--- src/rtl/sram_seq_ctrl.sv ---
module sram_seq_ctrl #(
  parameter int ADDR_W     = 18,
  parameter int PULSE_CYC  = 1,
  parameter int ACCESS_CYC = 2,
  parameter int CYCLE_CYC  = 2
) (
  input  logic              clk,
  input  logic              rst_n,
  input  logic              req_valid,
  output logic              req_ready,
  input  logic              req_write,
  input  logic [ADDR_W-1:0] req_addr,
  input  logic              req_wdata,
  output logic              rd_valid,
  output logic              rd_data,
  output logic              mem_ce_n,
  output logic              mem_we_n,
  output logic [ADDR_W-1:0] mem_addr,
  output logic              mem_din,
  input  logic              mem_dout
);

  localparam int REC_CYC = (CYCLE_CYC > PULSE_CYC + 2) ? CYCLE_CYC - PULSE_CYC - 2 : 1;
  localparam int MAX_A   = (PULSE_CYC > ACCESS_CYC) ? PULSE_CYC : ACCESS_CYC;
  localparam int MAX_C   = (MAX_A > REC_CYC) ? MAX_A : REC_CYC;
  localparam int CW      = $clog2(MAX_C + 1);
  localparam logic [CW-1:0] PULSE_LD = CW'(PULSE_CYC - 1);
  localparam logic [CW-1:0] ACC_LD   = CW'(ACCESS_CYC - 1);
  localparam logic [CW-1:0] REC_LD   = CW'(REC_CYC - 1);

  generate
    if (PULSE_CYC < 1 || ACCESS_CYC < 1 || CYCLE_CYC < 1) begin : g_bad_timing
      $error("sram_seq_ctrl: cycle counts must be at least 1");
    end
  endgenerate

  typedef enum logic [2:0] {
    IDLE, WR_SETUP, WR_PULSE, WR_RECOVER, RD_ACCESS, RD_CAPTURE
  } st_t;

  st_t           st;
  logic [CW-1:0] cnt;
  wire           cnt_done = (cnt == '0);

  assign req_ready = (st == IDLE) && rst_n;

  always_ff @(posedge clk or negedge rst_n) begin
    if (!rst_n) begin
      st       <= IDLE;
      cnt      <= '0;
      mem_ce_n <= 1'b1;
      mem_we_n <= 1'b1;
      mem_addr <= '0;
      mem_din  <= 1'b0;
      rd_valid <= 1'b0;
      rd_data  <= 1'b0;
    end else begin
      rd_valid <= 1'b0;
      case (st)
        IDLE: if (req_valid) begin
          mem_addr <= req_addr;
          mem_ce_n <= 1'b0;
          if (req_write) begin
            mem_din <= req_wdata;
            st      <= WR_SETUP;
          end else begin
            cnt <= ACC_LD;
            st  <= RD_ACCESS;
          end
        end
        WR_SETUP: begin
          mem_we_n <= 1'b0;
          cnt      <= PULSE_LD;
          st       <= WR_PULSE;
        end
        WR_PULSE: if (cnt_done) begin
          mem_we_n <= 1'b1;
          mem_ce_n <= 1'b1;
          cnt      <= REC_LD;
          st       <= WR_RECOVER;
        end else cnt <= cnt - 1'b1;
        WR_RECOVER: if (cnt_done) st <= IDLE;
                    else cnt <= cnt - 1'b1;
        RD_ACCESS: if (cnt_done) begin
          rd_data  <= mem_dout;
          rd_valid <= 1'b1;
          mem_ce_n <= 1'b1;
          st       <= RD_CAPTURE;
        end else cnt <= cnt - 1'b1;
        RD_CAPTURE: st <= IDLE;
        default: st <= IDLE;
      endcase
    end
  end

  p_idle_deselected_r2: assert property (@(posedge clk) disable iff (!rst_n)
    req_ready |-> (mem_ce_n && mem_we_n));
  p_busy_after_accept_r2: assert property (@(posedge clk) disable iff (!rst_n)
    (req_valid && req_ready) |=> !req_ready);
  p_we_under_ce_r7: assert property (@(posedge clk) disable iff (!rst_n)
    !mem_we_n |-> !mem_ce_n);
  p_close_together_r4: assert property (@(posedge clk) disable iff (!rst_n)
    $rose(mem_we_n) |-> $rose(mem_ce_n));
  p_bus_stable_r4: assert property (@(posedge clk) disable iff (!rst_n)
    (!mem_ce_n && !$past(mem_ce_n)) |-> ($stable(mem_addr) && $stable(mem_din)));
  p_strobe_single_r6: assert property (@(posedge clk) disable iff (!rst_n)
    rd_valid |=> !rd_valid);
  p_strobe_deselects_r6: assert property (@(posedge clk) disable iff (!rst_n)
    rd_valid |-> ($rose(mem_ce_n) && mem_we_n));
  p_no_strobe_writing_r8: assert property (@(posedge clk) disable iff (!rst_n)
    !mem_we_n |-> !rd_valid);

endmodule

--- config.mk ---
export PLATFORM = sky130hd
export DESIGN_NAME = sram_seq_ctrl
export DESIGN_NICKNAME = d
export VERILOG_FILES = /design/src/rtl/sram_seq_ctrl.sv
export SDC_FILE = /design/constraint.sdc
export NUM_CORES = 1
export LEC_CHECK = 0
export CORE_MARGIN = 1.5
export CORE_UTILIZATION = 47
export CTS_CLUSTER_DIAMETER = 100
export CTS_CLUSTER_SIZE = 10
export DETAILED_ROUTE_END_ITERATION = 10
export GPL_ROUTABILITY_DRIVEN = 0
export PLACE_DENSITY_LB_ADDON = 0.05
export SLEW_MARGIN = 30
export SYNTH_ARGS = -nofsm -noshare
export SYNTH_HDL_FRONTEND = slang
export SYNTH_SLANG_ARGS = --single-unit
--- constraint.sdc ---
create_clock -name clk -period 3.3 [get_ports clk]
set_input_delay 0.99 -clock clk [delete_from_list [all_inputs] [get_ports clk]]
set_output_delay 0.99 -clock clk [all_outputs]
set_load 0.05 [all_outputs]
After elaboration in Yosys (flattened, before gate mapping)
Cells that the tools add are included.
- register bits after elaboration: 28
- latch bits: 0
- RAM bits: 0
- ROM bits: 0
- input port bits: 24
- output and inout bits: 24
- logic and storage cells: 52
- memories kept: 0
- $add $sub $neg: 1
- multiply operators: 0
- divide/modulo/power cells: 0
- magnitude comparators: 0
- equality and inequality tests: 11
- shifts and indexed selects: 0
- mux-type cells: 17
- bitwise operators: 0
- reduce and logical (&&, ||, !) cells: 15
- operators by type and width (cell ; count):
    $mux 3 ; 5
    $pmux 3 s5 ; 1
    $ne 2x2->1 const B ; 6
    $mux 2 ; 4
    $pmux 2 s4 ; 1
    $reduce_and 4->1 ; 2
    $eq 3x2->1 const B ; 2
    $reduce_and 2->1 ; 3
    $reduce_and 3->1 ; 2
    $mux 1 ; 4
    $pmux 1 s2 ; 2
    $reduce_bool 2->1 ; 2
    $reduce_bool 4->1 ; 1
    $reduce_or 2->1 ; 2
    $eq 3x1->1 const B ; 1
    $eq 3x3->1 const B ; 1
    $logic_not 3->1 ; 1
    $logic_not 2->1 ; 1
    $ne 2x1->1 const B ; 1
    $sub 2x1->2 const B ; 1
    $logic_and 1x1->1 ; 1

Longest topological paths before layout
- depth in word-level cells: 4
- mapped depth: 6
- mapped depth without buffers: 6

Worst setup path before layout
OpenSTA, ideal clock, no wires.
- path kind: input-to-output
- start: input port rst_n
- end: output port req_ready
- arrival: 1.397 ns
- data required time: 2.310 ns
- path slack: 0.913 ns
- stages on the path: 1
- buffers on the path: 0
- cells stage by stage: and2_1
- word-level cells in the longest chain between the ends: 1
- ends and longest elaborated chain (item ; line ; source):
    start, declared ; 8 ; input logic rst_n,
    $logic_and 1x1->1 ; 45 ; assign req_ready = (st == IDLE) && rst_n;
    end, declared ; 10 ; output logic req_ready,
Every way passes these cells.

Worst setup path after layout
Same ends and word-level chain as after synthesis.

==> flow_metrics.py <==
metrics = {
    "outcome": {
        "outcome": "completed",
    },
    "die": {
        "die_h_um": 55.82,
        "rows": 18,
        "dieWidth_um": 55.82,
        "start_util": 0.5107,
        "coreArea_mm2": 0.002567,
        "io_pins": 48,
        "dieArea_mm2": 0.003116,
    },
    "yosys": {
        "synth_top_family_by_area": "multiplexers",
        "synthSimpleGateAreaFrac": 0.09542,
        "synthAdderAreaFrac": 0.02863,
        "yosysTopAreaCell": "dfrtp_1",
        "avgSynthCellArea_um2": 13.11,
        "syn_area_mm2": 0.001311,
        "synthMuxAreaShare": 0.2080,
        "synth_area_leaders": "dfrtp_1 (50%), mux2_4 (11%), mux2_2 (7.7%), dfstp_2 (4.0%), ha_1 (2.9%)",
        "yosys_warnings": 0,
        "yosysTopAreaCellShare": 0.4962,
        "synth_compound_area_frac": 0.08969,
        "synth.net_count": 127,
        "synth-seq-cells": 28,
        "syn_inst": 100,
        "yosysUniqueCellTypes": 31,
        "synth-xor-area-share": 0,
        "ys_seq_area_frac": 0.5363,
    },
    "timing": {
        "max_clock_freq_ghz": 0.3577,
        "slew_headroom": 0.6613,
        "rsz0062_at_grt": "no",
        "setup-tns-final_ps": 0,
        "fin_crit_sh": 0.8472,
        "worst-slew-pin-transition_ps": 506.4,
        "hold_viol": 0,
        "setup_viol": 0,
        "fin_skew_ps": 14.12,
        "drv_slew": 0,
        "finalCriticalPeriod_ps": 2796,
    },
    "clocking": {
        "cts_buffers": 3,
        "cts_resized": 0,
        "cts.sinks": 28,
        "cts-root-buf": "clkbuf_4",
        "clock_latency_ps": 320,
        "cts_tree": "built",
        "post_cts_buffers": 0,
        "hold_buffers": 0,
        "cts_buffer_depth": 2,
        "path_clk_slew_ps": 150,
        "cts_htree_levels": 1,
    },
    "grt": {
        "antenna_found_initial": 0,
        "grt_pass1_wl_mm": 4.305,
        "grt_max_degree": 29,
        "grt_pass1_vias": 929,
        "track_usage": 0.1759,
        "grt-ovfl-total": 0,
    },
    "final_layout": {
        "syn2layout_area_growth_pct": 40.65,
        "fin_area_mm2": 0.001844,
        "antenna_cells": 0,
        "nets": 177,
        "n_fill_cell": 198,
        "drive_gt1_frac": 0.2081,
    },
    "route": {
        "drtIter0Drc": 19,
        "wl_met3_um": 150,
        "vias": 944,
        "first_pass_iters": 4,
        "avgRoutedWirePerCell_um": 14.51,
        "ant_nets": 0,
        "viasPerCell": 5.274,
        "highest_layer": "met4",
        "drt-met1-wl_mm": 1.105,
        "wl_mm": 2.598,
        "drc": 0,
        "wl_met2_mm": 1.323,
    },
    "pwr": {
        "power.density_mw_per_mm2": 1143,
        "ir_drop_uv": 795.1,
        "p_leak_nw": 0.7917,
    },
    "worst_setup_path": {
        "crit_chain": "clkdlybuf4s50_1 > and2_1 > buf_12",
        "critPathRequiredTime_ps": 2310,
        "crit_fanout": 2,
        "critPathTopFamily": "buffers and inverters",
        "cpPeakStageDelay_ps": 490,
        "cpMaxStageDelayCell": "clkdlybuf4s50_1",
        "critPathKind": "input port to output port",
        "crit_path_end_kind": "output port",
        "worst-path-buf-inv": 2,
        "cp.arrival_ps": 1810,
        "start_kind": "input port",
    },
    "placed_design": {
        "placed_cell_area_mm2": 0.001808,
        "numPortBuffers": 47,
        "dp_hpwl_mm": 1.945,
    },
    "job": {
        "drv_cap": 0,
    },
    "min_path": {
        "hold_class": "flop to flop",
    },
}
-- metrics by stage --
stage | utilization | power [mW] | hold WS [ps] | std cells | worst slack [ps]
after floorplan | - | 1.562 | 544.6 | 100 | 913.0
after global placement | 0.7042 | 1.921 | 476.9 | 175 | 477.2
after detailed placement | 0.7042 | 1.956 | 485.9 | 175 | 482.0
after CTS | 0.7183 | 2.124 | 506.0 | 179 | 476.6
after global routing | 0.7183 | 2.225 | 528.6 | 179 | 442.2
final | 0.7183 | 2.107 | 511.2 | 179 | 504.3
-- cells in the final DEF, fill, tap and decap left out, types with 2 or more instances in the layout --
cell type,Yosys,layout
dfstp_2,2,2
mux2_4,10,10
dfrtp_1,26,26
clkbuf_4,0,3
clkdlybuf4s50_1,0,46
nand2_1,5,5
ha_1,3,3
mux2_2,9,9
buf_4,0,2
nand2b_1,3,3
o21ai_0,5,5
and2_1,2,2
o32a_1,2,2
o22a_1,2,2
inv_1,5,5
nor2_1,6,6
a21oi_1,2,2
-- flip-flops by register name, indices dropped and copies added (netlist names) --
signal,cells
mem_addr,18
st,3
cnt,2
mem_ce_n,1
mem_din,1
mem_we_n,1
rd_data,1
rd_valid,1
-- cell type report --
type / instances / area (µm²) / area share
Multi-Input combinational cell: 63 / 553.0 / 0.2999
Clock buffer: 4 / 36.28 / 0.01967
Tap cell: 30 / 37.54 / 0.02035
Timing Repair Buffer: 49 / 495.5 / 0.2687
Inverter: 5 / 18.77 / 0.01018
Sequential cell: 28 / 703.2 / 0.3813
-- worst paths after layout --
path,cells after the start,end,slack [ps],start
worst max-delay path,3,req_ready,500,rst_n
worst min-delay path,2,mem_we_n$_DFFE_PN1P_,510,mem_we_n$_DFFE_PN1P_
worst max register to register,5,mem_din$_DFFE_PN0P_,1610,st[0]$_DFFE_PN0P_
worst min register to register,2,mem_we_n$_DFFE_PN1P_,510,mem_we_n$_DFFE_PN1P_
max in group asynchronous,2,mem_ce_n$_DFFE_PN1P_,1940,rst_n
min in group asynchronous,2,st[1]$_DFFE_PN0P_,1060,rst_n
-- synth_stat cells --
master	count
mux2_1	1
o32a_1	2
buf_2	2
a41oi_1	1
nor2_1	6
mux2_4	10
nand2_1	5
buf_8	1
nor3_4	1
dfstp_2	2
and3_1	1
inv_1	5
nor3_1	1
a21oi_1	2
o22a_1	2
and2_1	2
buf_6	1
o21ai_0	5
dfrtp_1	26
a31oi_1	1
mux2_2	9
ha_1	3
nand3_1	1
a211oi_1	1
mux2i_1	1
nand2b_4	1
nand2_2	1
a22oi_1	1
o21bai_1	1
a21boi_0	1
nand2b_1	3
-- tightest hold or removal path, stage by stage, from the launching register on --
cell and delay [ps]:
dfstp_2 410, o21ai_0 70, nand2_1 50
-- layer usage --
layer	vias up	track usage
li1	451	-
met1	462	0.2330
met2	29	0.2823
met3	2	0.04419
met4	0	0.06122
met5	-	0
-- power breakdown --
group	leakage, nW	switching [mW]	internal (mW)
Clock	0.0210	0.0972	0.0674
Combinational	0.438	0.758	0.541
Sequential	0.333	0.133	0.511
-- logic make-up (layout without fill, tap and decap cells) --
| group | Yosys count | count (layout) |
|---|---|---|
| flip-flops | 28 | 28 |
| AND/OR/NAND/NOR | 22 | 22 |
| multiplexers | 21 | 21 |
| AO/OA/AOI/OAI | 17 | 17 |
| buffers and inverters | 9 | 58 |
| adder cells (fa/ha/maj) | 3 | 3 |
Power figures use the tool's default switching activity.
